`src/rtl/per_pkg.sv`:
```
package per_pkg;
  localparam int unsigned CNT_W  = 16;
  localparam int unsigned ADDR_W = 2;

  localparam logic [ADDR_W-1:0] A_MODE = 2'd0;
  localparam logic [ADDR_W-1:0] A_CLO  = 2'd1;
  localparam logic [ADDR_W-1:0] A_CHI  = 2'd2;
  localparam logic [ADDR_W-1:0] A_WAIT = 2'd3;

  localparam int unsigned B_SELFCLR = 3;
  localparam int unsigned B_EN      = 2;
  localparam int unsigned B_CTX     = 1;
  localparam int unsigned B_CRX     = 0;

  typedef enum logic [1:0] {
    ST_IDLE = 2'd0,
    ST_TX   = 2'd1,
    ST_GAP  = 2'd2,
    ST_RX   = 2'd3
  } seq_state_e;
endpackage

```
`src/rtl/per_regs.sv`:
```
module per_regs
  import per_pkg::*;
(
  input  logic              clk_i,
  input  logic              rst_ni,
  input  logic              we_i,
  input  logic [ADDR_W-1:0] addr_i,
  input  logic [7:0]        wdata_i,
  input  logic [ADDR_W-1:0] raddr_i,
  output logic [7:0]        rdata_o,
  input  logic              cnt_inc_i,
  input  logic              cnt_dec_i,
  input  logic              clr_ctx_i,
  output logic [3:0]        mode_o,
  output logic [CNT_W-1:0]  cnt_o,
  output logic [7:0]        wait_o
);
  logic [3:0]       mode_q;
  logic [CNT_W-1:0] cnt_q;
  logic [7:0]       wait_q;
  logic             en, mode_wr, lo_wr, hi_wr, cnt_wr;

  assign en      = mode_q[B_EN];
  assign mode_wr = we_i && (addr_i == A_MODE);
  assign lo_wr   = we_i && en && (addr_i == A_CLO);
  assign hi_wr   = we_i && en && (addr_i == A_CHI);
  assign cnt_wr  = lo_wr || hi_wr;

  always_ff @(posedge clk_i or negedge rst_ni) begin
    if (!rst_ni) begin
      mode_q <= '0;
    end else if (mode_wr) begin
      mode_q <= wdata_i[3:0];
    end else if (clr_ctx_i) begin
      mode_q[B_CTX] <= 1'b0;
    end
  end

  always_ff @(posedge clk_i or negedge rst_ni) begin
    if (!rst_ni) begin
      cnt_q <= '0;
    end else if (lo_wr) begin
      cnt_q[7:0] <= wdata_i;
    end else if (hi_wr) begin
      cnt_q[15:8] <= wdata_i;
    end else if (cnt_inc_i) begin
      cnt_q <= cnt_q + 16'd1;
    end else if (cnt_dec_i && (cnt_q != '0)) begin
      cnt_q <= cnt_q - 16'd1;
    end
  end

  always_ff @(posedge clk_i or negedge rst_ni) begin
    if (!rst_ni) begin
      wait_q <= '0;
    end else if (we_i && en && (addr_i == A_WAIT)) begin
      wait_q <= wdata_i;
    end
  end

  // counter and wait byte are only mapped while the test is enabled
  always_comb begin
    rdata_o = 8'h00;
    case (raddr_i)
      A_MODE:  rdata_o = {4'b0000, mode_q};
      A_CLO:   rdata_o = en ? cnt_q[7:0]  : 8'h00;
      A_CHI:   rdata_o = en ? cnt_q[15:8] : 8'h00;
      default: rdata_o = en ? wait_q      : 8'h00;
    endcase
  end

  assign mode_o = mode_q;
  assign cnt_o  = cnt_q;
  assign wait_o = wait_q;


  cnt_inc_chk: assert property (@(posedge clk_i) disable iff (!rst_ni)
    (cnt_inc_i && !cnt_wr) |=> (cnt_q == $past(cnt_q) + 16'd1));

  cnt_dec_chk: assert property (@(posedge clk_i) disable iff (!rst_ni)
    (cnt_dec_i && !cnt_inc_i && !cnt_wr && (cnt_q != '0)) |=> (cnt_q == $past(cnt_q) - 16'd1));

  ctx_clear_chk: assert property (@(posedge clk_i) disable iff (!rst_ni)
    (clr_ctx_i && !mode_wr) |=> !mode_q[B_CTX]);
endmodule

```
`src/rtl/per_gap_timer.sv`:
```
module per_gap_timer #(
  parameter int unsigned BASE_CYC      = 5000,
  parameter int unsigned STEP_FAST_CYC = 125,
  parameter int unsigned STEP_SLOW_CYC = 500,
  parameter int unsigned DEF_FAST_CYC  = 140000,
  parameter int unsigned DEF_SLOW_CYC  = 520000
) (
  input  logic       clk_i,
  input  logic       rst_ni,
  input  logic       load_i,
  input  logic       abort_i,
  input  logic [7:0] wait_i,
  input  logic       fast_i,
  output logic       expire_o
);
  localparam int unsigned NZ_MAX  = BASE_CYC + 255 * STEP_SLOW_CYC;
  localparam int unsigned DEF_MAX = (DEF_SLOW_CYC > DEF_FAST_CYC) ? DEF_SLOW_CYC : DEF_FAST_CYC;
  localparam int unsigned GAP_MAX = (NZ_MAX > DEF_MAX) ? NZ_MAX : DEF_MAX;
  localparam int unsigned GAP_W   = $clog2(GAP_MAX + 1);

  logic [GAP_W-1:0] step_c, gap_len, cnt_q;
  logic             run_q;

  always_comb begin
    step_c = fast_i ? GAP_W'(STEP_FAST_CYC) : GAP_W'(STEP_SLOW_CYC);
    if (wait_i == 8'd0) begin
      gap_len = fast_i ? GAP_W'(DEF_FAST_CYC) : GAP_W'(DEF_SLOW_CYC);
    end else begin
      gap_len = GAP_W'(BASE_CYC) + ({{(GAP_W-8){1'b0}}, wait_i} * step_c);
    end
  end

  // loaded with gap-1 so expiry lands gap cycles after the load edge
  always_ff @(posedge clk_i or negedge rst_ni) begin
    if (!rst_ni) begin
      run_q <= 1'b0;
      cnt_q <= '0;
    end else if (abort_i) begin
      run_q <= 1'b0;
    end else if (load_i) begin
      run_q <= 1'b1;
      cnt_q <= gap_len - GAP_W'(1);
    end else if (run_q) begin
      if (cnt_q == '0) run_q <= 1'b0;
      else             cnt_q <= cnt_q - GAP_W'(1);
    end
  end

  assign expire_o = run_q && (cnt_q == '0);


  gap_nonzero_chk: assert property (@(posedge clk_i) disable iff (!rst_ni)
    load_i |-> (gap_len != '0));
endmodule

```
`src/rtl/per_seq_fsm.sv`:
```
module per_seq_fsm
  import per_pkg::*;
(
  input  logic clk_i,
  input  logic rst_ni,
  input  logic en_i,
  input  logic selfclr_i,
  input  logic cont_tx_i,
  input  logic cont_rx_i,
  input  logic cnt_zero_i,
  input  logic go_tx_i,
  input  logic go_rx_i,
  input  logic tx_eof_i,
  input  logic crc_ok_i,
  input  logic gap_expire_i,
  output logic cnt_inc_o,
  output logic cnt_dec_o,
  output logic clr_ctx_o,
  output logic gap_load_o,
  output logic gap_abort_o,
  output logic tx_start_o,
  output logic rx_start_o,
  output logic tx_irq_clr_o,
  output logic crc_irq_clr_o
);
  seq_state_e state_q, state_d;
  logic tx_go, rx_go, tx_clr, rx_clr;

  always_comb begin
    state_d     = state_q;
    tx_go       = 1'b0;
    rx_go       = 1'b0;
    tx_clr      = 1'b0;
    rx_clr      = 1'b0;
    cnt_inc_o   = 1'b0;
    cnt_dec_o   = 1'b0;
    clr_ctx_o   = 1'b0;
    gap_load_o  = 1'b0;
    gap_abort_o = 1'b0;
    if (!en_i) begin
      state_d     = ST_IDLE;
      gap_abort_o = 1'b1;
    end else begin
      case (state_q)
        ST_IDLE: begin
          if (go_tx_i) begin
            tx_go   = 1'b1;
            state_d = ST_TX;
          end else if (go_rx_i) begin
            rx_go   = 1'b1;
            state_d = ST_RX;
          end
        end
        ST_TX: begin
          if (tx_eof_i) begin
            cnt_dec_o = 1'b1;
            tx_clr    = selfclr_i;
            if (cnt_zero_i) begin
              clr_ctx_o = 1'b1;
              state_d   = ST_IDLE;
            end else if (cont_tx_i) begin
              gap_load_o = 1'b1;
              state_d    = ST_GAP;
            end else begin
              state_d = ST_IDLE;
            end
          end
        end
        ST_GAP: begin
          if (gap_expire_i) begin
            tx_go   = 1'b1;
            state_d = ST_TX;
          end
        end
        default: begin
          if (crc_ok_i) begin
            cnt_inc_o = 1'b1;
            rx_clr    = selfclr_i;
            if (cont_rx_i) rx_go = 1'b1;
            else           state_d = ST_IDLE;
          end
        end
      endcase
    end
  end

  always_ff @(posedge clk_i or negedge rst_ni) begin
    if (!rst_ni) begin
      state_q       <= ST_IDLE;
      tx_start_o    <= 1'b0;
      rx_start_o    <= 1'b0;
      tx_irq_clr_o  <= 1'b0;
      crc_irq_clr_o <= 1'b0;
    end else begin
      state_q       <= state_d;
      tx_start_o    <= tx_go;
      rx_start_o    <= rx_go;
      tx_irq_clr_o  <= tx_clr;
      crc_irq_clr_o <= rx_clr;
    end
  end


  start_needs_en_chk: assert property (@(posedge clk_i) disable iff (!rst_ni)
    (tx_start_o || rx_start_o) |-> $past(en_i));

  no_dual_start_chk: assert property (@(posedge clk_i) disable iff (!rst_ni)
    !(tx_start_o && rx_start_o));

  irq_clr_mode_chk: assert property (@(posedge clk_i) disable iff (!rst_ni)
    (tx_irq_clr_o || crc_irq_clr_o) |-> $past(selfclr_i));

  idle_when_off_chk: assert property (@(posedge clk_i) disable iff (!rst_ni)
    !en_i |=> (state_q == ST_IDLE));
endmodule

```
`src/rtl/per_test_seq.sv`:
```
module per_test_seq
  import per_pkg::*;
#(
  parameter int unsigned BASE_CYC      = 5000,
  parameter int unsigned STEP_FAST_CYC = 125,
  parameter int unsigned STEP_SLOW_CYC = 500,
  parameter int unsigned DEF_FAST_CYC  = 140000,
  parameter int unsigned DEF_SLOW_CYC  = 520000
) (
  input  logic       clk_i,
  input  logic       rst_ni,
  input  logic       reg_we_i,
  input  logic [1:0] reg_addr_i,
  input  logic [7:0] reg_wdata_i,
  input  logic [1:0] reg_raddr_i,
  output logic [7:0] reg_rdata_o,
  input  logic       fast_trans_i,
  input  logic       go_tx_i,
  input  logic       go_rx_i,
  input  logic       tx_eof_i,
  input  logic       crc_ok_i,
  output logic       tx_start_o,
  output logic       rx_start_o,
  output logic       tx_irq_clr_o,
  output logic       crc_irq_clr_o
);
  logic [3:0]       mode;
  logic [CNT_W-1:0] cnt;
  logic [7:0]       wait_b;
  logic cnt_inc, cnt_dec, clr_ctx, gap_load, gap_abort, gap_expire;

  per_regs u_regs (
    .clk_i     (clk_i),
    .rst_ni    (rst_ni),
    .we_i      (reg_we_i),
    .addr_i    (reg_addr_i),
    .wdata_i   (reg_wdata_i),
    .raddr_i   (reg_raddr_i),
    .rdata_o   (reg_rdata_o),
    .cnt_inc_i (cnt_inc),
    .cnt_dec_i (cnt_dec),
    .clr_ctx_i (clr_ctx),
    .mode_o    (mode),
    .cnt_o     (cnt),
    .wait_o    (wait_b)
  );

  per_gap_timer #(
    .BASE_CYC      (BASE_CYC),
    .STEP_FAST_CYC (STEP_FAST_CYC),
    .STEP_SLOW_CYC (STEP_SLOW_CYC),
    .DEF_FAST_CYC  (DEF_FAST_CYC),
    .DEF_SLOW_CYC  (DEF_SLOW_CYC)
  ) u_gap (
    .clk_i    (clk_i),
    .rst_ni   (rst_ni),
    .load_i   (gap_load),
    .abort_i  (gap_abort),
    .wait_i   (wait_b),
    .fast_i   (fast_trans_i),
    .expire_o (gap_expire)
  );

  per_seq_fsm u_fsm (
    .clk_i         (clk_i),
    .rst_ni        (rst_ni),
    .en_i          (mode[B_EN]),
    .selfclr_i     (mode[B_SELFCLR]),
    .cont_tx_i     (mode[B_CTX]),
    .cont_rx_i     (mode[B_CRX]),
    .cnt_zero_i    (cnt == '0),
    .go_tx_i       (go_tx_i),
    .go_rx_i       (go_rx_i),
    .tx_eof_i      (tx_eof_i),
    .crc_ok_i      (crc_ok_i),
    .gap_expire_i  (gap_expire),
    .cnt_inc_o     (cnt_inc),
    .cnt_dec_o     (cnt_dec),
    .clr_ctx_o     (clr_ctx),
    .gap_load_o    (gap_load),
    .gap_abort_o   (gap_abort),
    .tx_start_o    (tx_start_o),
    .rx_start_o    (rx_start_o),
    .tx_irq_clr_o  (tx_irq_clr_o),
    .crc_irq_clr_o (crc_irq_clr_o)
  );
endmodule

```
`config.mk`:
```
export PLATFORM = sky130hd
export DESIGN_NAME = per_test_seq
export DESIGN_NICKNAME = d
export VERILOG_FILES = /design/src/rtl/per_pkg.sv /design/src/rtl/per_regs.sv /design/src/rtl/per_gap_timer.sv /design/src/rtl/per_seq_fsm.sv /design/src/rtl/per_test_seq.sv
export SDC_FILE = /design/constraint.sdc
export NUM_CORES = 1
export LEC_CHECK = 0
export ABC_AREA = 1
export BUFFER_PORTS_ARGS = -buffer_cell sky130_fd_sc_hd__buf_2
export CAP_MARGIN = 10
export CORE_ASPECT_RATIO = 0.75
export CORE_MARGIN = 2
export CORE_UTILIZATION = 40
export DETAILED_ROUTE_END_ITERATION = 6
export PLACE_DENSITY_LB_ADDON = 0.3
export SLEW_MARGIN = 30
export SYNTH_ARGS = -nofsm -noshare
export SYNTH_HDL_FRONTEND = slang
export SYNTH_SLANG_ARGS = --single-unit
```
`constraint.sdc`:
```
create_clock -name clk_i -period 5.39 [get_ports clk_i]
set_clock_uncertainty 0.2 [all_clocks]
set_input_delay 1.078 -clock clk_i [delete_from_list [all_inputs] [get_ports clk_i]]
set_output_delay 1.078 -clock clk_i [all_outputs]
set_load 0.05 [all_outputs]
```
==> results of run 1 <==
-- cell families (layout without fill, tap and decap cells) --
group	count (synthesis)	in the layout	synth area share
compound gates	139	139	0.126
fa+ha+maj	100	100	0.233
buf+inv	181	251	0.108
flops	54	54	0.210
simple gates	457	457	0.303
xor+xnor	15	15	0.0204
-- routing by layer --
layer  vias up  wire, um
met5         -        16
met4         2       192
met3        18       757
met2       118      7110
met1      2819      8980
li1       3176         -
-- cell usage in the layout (no fill, tap or decap), drive strengths merged --
cell type  instances
a221oi             1
o31ai              1
clkbuf             5
clkinv             4
nand4             16
o32ai              1
buf               78
o21ai             61
a21boi             2
o21a               2
o211ai             7
xor2              12
nand3b             1
or2                4
o21bai             5
inv              164
a41oi              1
o311ai             2
nand2            274
nor4               5
fa                33
a211oi             4
a21oi             34
nor2              86
dfrtp             54
xnor2              3
nor3              10
o22ai              5
a21o               5
a31oi              8
ha                67
and2               1
nand3             60
-- path summary, 6_finish.rpt --
path,end,cells past startpoint,slack (ps),from
setup / recovery,u_gap.cnt_q[18],24,220,fast_trans_i
setup reg to reg,u_gap.cnt_q[18],25,470,u_regs.wait_o[4]
hold reg to reg,u_gap.cnt_q[16],2,290,u_gap.cnt_q[16]
max in group asynchronous,u_regs.cnt_o[6],2,3790,rst_ni
hold / removal,u_gap.cnt_q[16],2,290,u_gap.cnt_q[16]
min in group asynchronous,u_gap.cnt_q[12],2,680,rst_ni
-- stage by stage --
step | utilization | instances | hold WS, ps | instance area [um2]
global route | 0.472 | 1226 | 320 | 7500
CTS | 0.461 | 1224 | 297 | 7310
detailed placement | 0.450 | 1216 | 273 | 7140
global placement | 0.450 | 1216 | 269 | 7140
floorplan | - | 946 | 249 | 6470
finish | 0.472 | 1226 | 293 | 7500
-- area by class of cell --
cell class / instances / area, um2 / area share
Multi-Input combinational cell: 711 / 4590 / 0.612
Sequential cell: 54 / 1350 / 0.180
Inverter: 165 / 619 / 0.0826
Timing Repair Buffer: 78 / 518 / 0.0691
Tap cell: 210 / 263 / 0.0351
Clock buffer: 5 / 125 / 0.0167
Clock inverter: 3 / 28.8 / 0.00384
-- worst min-delay path, cell delays in order (launching register included) --
cell and delay (ps):
sky130_fd_sc_hd__dfrtp_1 360, sky130_fd_sc_hd__nand2_1 50, sky130_fd_sc_hd__nand2_1 50
-- what timing repair did --
action	CTS	global route
resized for setup	4	47
setup buffers	0	2
pin swaps	0	14
hold endpoints to repair	0	0
setup endpoints to repair	6	12
-- state kept, by name, summed over array words and instances, names as in the netlist --
register / flops
u_fsm.crc_irq_clr_o: 1
u_fsm.rx_start_o: 1
u_fsm.state_q: 2
u_fsm.tx_irq_clr_o: 1
u_fsm.tx_start_o: 1
u_gap.cnt_q: 19
u_gap.run_q: 1
u_regs.cnt_o: 16
u_regs.mode_o: 4
u_regs.wait_o: 8
==> flow_summary.ini, run 1 <==
[run_status]
run_status = complete, no violations

[clocking]
clock_sinks = 54
clk_pin_slew_worst_paths_ps = 80
ctsHoldBuffers = 0
clk_latency_ps = 310
clock-root-buffer = sky130_fd_sc_hd__clkbuf_16
cts_buffer_depth = 2
h-tree-depth = 2
cts_tree = done
cts-buffers-inserted = 5

[global_route]
top_usage_layer = met1
grt_pass1_vias = 5646
antenna_found_initial = 1
grt_pass1_wl_um = 28300
grt_use_met3 = 0.0276
track_usage = 0.205
use_met1 = 0.320
grt_remaining_overflow = 0
met2_usage = 0.305
grt_start_max_net_pins = 55

[yosys]
ys.flop_type = sky130_fd_sc_hd__dfrtp_1
postSynthRegisterBits = 54
synth_area_leader_cell = sky130_fd_sc_hd__dfrtp_1
synth_cell_type_count = 48
yosys-top-cells-area = sky130_fd_sc_hd__dfrtp_1 21%, sky130_fd_sc_hd__nand2_1 16%, sky130_fd_sc_hd__ha_1 13%
yosys_warnings = 0
edff_count_synth = 0
synthesis.nets = 1066
synth.cells.most_frequent = 270 x sky130_fd_sc_hd__nand2_1, 160 x sky130_fd_sc_hd__inv_1, 77 x sky130_fd_sc_hd__nor2_1, 67 x sky130_fd_sc_hd__ha_1, 59 x sky130_fd_sc_hd__nand3_1
syn-instance-count = 946
synth_async_reset_ratio = 1.00
synth.yosys.seq_area_share = 0.210
synthMostInstantiatedCell = sky130_fd_sc_hd__nand2_1
synth_top_area_share = 0.210
syn-cell-area_um2 = 6440
post_synth.cell_area_avg_um2 = 6.81

[layout]
n_fill_cell = 1597
insertedDiodeCount = 0
layout.nets = 1135
layout_cell_share_with_drive_strength_beyond_1 = 0.158
area_growth_syn_to_layout_pct = 16.3

[sta]
finalHoldViolations = 0
timing_max_transition_violations_final = 0
final-setup-viol-count = 0
final_min_period_over_clock_period = 0.959
layout_setup_ws_ps = 221
setup-tns-final_ps = 0
max_freq_mhz = 193
period_minus_slack_ps = 5170
timing.slew.headroom = 0.449
worst_slew_pin_slew_ps = 826

[floorplanning]
chipHeight_um = 114
die-area_um2 = 17200
coreArea_um2 = 15900
ioPinCount = 32
dieWidth_um = 151
initial_core_util = 0.406
fp-row-count = 40

[route]
drtAntennaViolNets = 0
wl_per_cell_um = 13.9
totalWireLength_um = 17100
vias_per_cell = 5.00
remaining_drc_errors = 0
first_pass_iteration_count_of_the_detailed_router = 5
detail_route.iter0.violations = 438
dr_total_vias = 6133

[job]
cap_viol_max_count = 0

[worst_setup_path]
endpoint_kind = flop
crit_chain = buf_6 -> buf_4 -> nor2_4 -> fa_1 -> fa_1 -> fa_1 -> inv_1 -> fa_1 -> inv_1 -> ha_4 -> nand2_1 -> nor2_1 -> nand3_1 -> nand3_1 -> nand2_1 -> nand3_1 -> nand2_1 -> nand2_2 -> nand2_1 -> nor2_1 -> nand2_1 -> nand2_1 -> nand3_1 -> nand2_1
cpLargestDelayFamily = adder cells
critical_path_class = in -> reg
slowest_delay_ps = 530
crit_arrival_ps = 5220
critical_path.slowest_cell = sky130_fd_sc_hd__fa_1
worst_setup_path_start_kind = input pin
cp.buffers_inverters = 4
worst_path_most_repeated_cell = sky130_fd_sc_hd__nand2_1
path_max_fanout = 10
worst_ep_required_time_ps = 5440

[place]
buffer_ports.inserted = 31
gp_routability_congestion = 0.913
preCtsSetupSlack_ps = -397
detailed_place_hpwl_um = 14000

[min_path]
holdCritPathClass = reg -> reg
Power of run 1 is left out: the tool's default activity adds up to more than one toggle a clock period on the data nets, which glitch-free logic cannot reach.
==> run 2: changes to the inputs <==
==> constraint.sdc (replaced) <==
create_clock -name clk_i -period 5.39 [get_ports clk_i]
set_clock_uncertainty 0.2 [all_clocks]
set_input_delay 0.2695 -clock clk_i [delete_from_list [all_inputs] [get_ports clk_i]]
set_output_delay 0.2695 -clock clk_i [all_outputs]
set_load 0.05 [all_outputs]
==> run 2 against run 1 <==
  * Via count down 1.7%
  * Critical endpoint is now u_gap.cnt_q[16]
  * Final area decreased by 5.5%
  * Routed wire length down 0.93%
  * Utilization shrank 2.6 points
  * Sequential share of layout area increased by 1.1 points
  * Cell count is 2.6% lower
  * Die area did not move
  * Highest routed layer is now met4
  * Register-to-register slack got worse by 110 ps
==> flow_summary.ini, run 2 (synthesized netlist as in run 1, its figures left out) <==
[run_status]
run_status = complete, no violations

[sta]
period_minus_slack_ps = 5030
final_min_period_over_clock_period = 0.933
timing.slew.headroom = 0.462
finalHoldViolations = 0
worst_slew_pin_slew_ps = 805
setup_repair_after_global_routing_missed_its_margin = false
setup-tns-final_ps = 0
max_freq_mhz = 199
timing_max_transition_violations_final = 0
final-setup-viol-count = 0

[clocking]
cts-buffers-inserted = 5
clock_sinks = 54
clk_latency_ps = 310
h-tree-depth = 2
clk_pin_slew_worst_paths_ps = 80
cts_tree = done
cts_buffer_depth = 2
clock-root-buffer = sky130_fd_sc_hd__clkbuf_16

[worst_setup_path]
timing.rr.end = u_gap.cnt_q[16]
worst_setup_path_start_kind = flop
cp_num_cells = 23
critical_path_class = reg -> reg
worst_ep_required_time_ps = 5390
rr_worst_depth = 23
crit_arrival_ps = 5030
slowest_delay_ps = 590
cpLargestDelayFamily = adder cells
cp.buffers_inverters = 4
path_max_fanout = 5
crit_chain = inv_2 -> nor2_2 -> fa_1 -> fa_1 -> fa_1 -> inv_1 -> fa_1 -> inv_1 -> ha_1 -> nand2_1 -> inv_1 -> a21oi_1 -> nand2_1 -> nand2_1 -> nand3_1 -> nand2_1 -> nand2_1 -> nor2_1 -> nand2_1 -> nor2_2 -> nand3b_1 -> nand3_1 -> nand2_1
r2r_start = u_regs.wait_o[1]
worst_path_most_repeated_cell = sky130_fd_sc_hd__nand2_1
endpoint_kind = flop
rrSetupSlack_ps = 360
critical_path.slowest_cell = sky130_fd_sc_hd__fa_1

[layout]
layout_cell_share_with_drive_strength_beyond_1 = 0.0915
largest_register_ff_count = 19
area_of_the_multi_input_gates_um2 = 4420
seq_area_um2 = 1360
instances_no_fill = 1194
final_common_cell = sky130_fd_sc_hd__nand2_1
register_with_the_most_flip_flops = u_gap.cnt_q
n_fill_cell = 1626
layout.nets = 1103
insertedDiodeCount = 0
area_growth_syn_to_layout_pct = 9.88
final_cell_mix = 270 x sky130_fd_sc_hd__nand2_1, 157 x sky130_fd_sc_hd__inv_1, 74 x sky130_fd_sc_hd__nor2_1

[floorplanning]
fp-row-count = 40
initial_core_util = 0.406
die-area_um2 = 17200
chipHeight_um = 114
dieWidth_um = 151
ioPinCount = 32
coreArea_um2 = 15900

[route]
remaining_drc_errors = 0
detail_route.iter0.violations = 425
dr_total_vias = 6026
first_pass_iteration_count_of_the_detailed_router = 5
totalWireLength_um = 16900
wl_per_cell_um = 14.1
vias_per_cell = 5.05
drtAntennaViolNets = 0

[global_route]
grt_pass1_wl_um = 28200
grt_pass1_vias = 5591
grt_remaining_overflow = 0
track_usage = 0.204
grt_start_max_net_pins = 55
antenna_found_initial = 0

[min_path]
holdCritPathClass = in -> reg
holdCritStartpoint = reg_wdata_i[2]
hold_depth = 3
min_to = u_regs.wait_o[2]

[place]
detailed_place_hpwl_um = 13800
dp.cells = 1183
buffer_ports.inserted = 31
gp_routability_congestion = 0.922

[job]
cap_viol_max_count = 0
==> run 2: cell count changes in the layout (fill, tap and decap cells not counted), sizes merged <==
cell / change
buf: -33
clkinvlp: +1
dlygate4sd3: +1
inv: -1
==> run 2: how the worst max path moves through the flow <==
stage	from	end	slack [ps]
final	u_regs.wait_o[1]	u_gap.cnt_q[16]	360
after global routing	u_regs.wait_o[5]	u_gap.cnt_q[16]	20
after CTS	u_regs.wait_o[0]	u_gap.cnt_q[16]	240
after detailed placement	fast_trans_i	u_gap.cnt_q[16]	200
after global placement	fast_trans_i	u_gap.cnt_q[18]	250
after floorplan	fast_trans_i	u_gap.cnt_q[18]	490
==> run 2: per-stage QoR <==
stage / worst slack, ps / hold slack [ps] / util / area (um2)
finish: 358 / 14.5 / 0.446 / 7080
global placement: 246 / 249 / 0.434 / 6880
CTS: 243 / 16.0 / 0.444 / 7040
floorplan: 486 / -226 / - / 6440
detailed placement: 196 / 252 / 0.434 / 6880
global route: 20.7 / 46.9 / 0.446 / 7080
==> run 2: worst min-delay path, delay by kind of cell <==
kind / cells / cell delay (ps)
AOI/OAI and AO/OA: 1 / 50
buffers and inverters: 1 / 100
and+or+nand+nor: 1 / 50
==> run 2: metal layers <==
metal,GRT usage,part of all wire
met1,0.321,0.54
met2,0.297,0.41
met3,0.0304,0.041
met4,0.0314,0.0060
met5,0,0
==> run 2: cell type report <==
class / instances / area share
Sequential cell: 54 / 0.191
Inverter: 165 / 0.0880
Tap cell: 210 / 0.0371
Clock inverter: 3 / 0.00406
Clock buffer: 5 / 0.0177
Multi-Input combinational cell: 711 / 0.624
Timing Repair Buffer: 46 / 0.0382
==> run 2: repair_timing <==
| item | CTS | global route |
|---|---|---|
| gates resized for setup | 0 | 11 |
| setup endpoints to repair | 0 | 8 |
| hold buffers | 1 | 0 |
| setup buffers | 0 | 2 |
| hold endpoints to repair | 54 | 0 |
Power of run 2 is left out for the same reason.
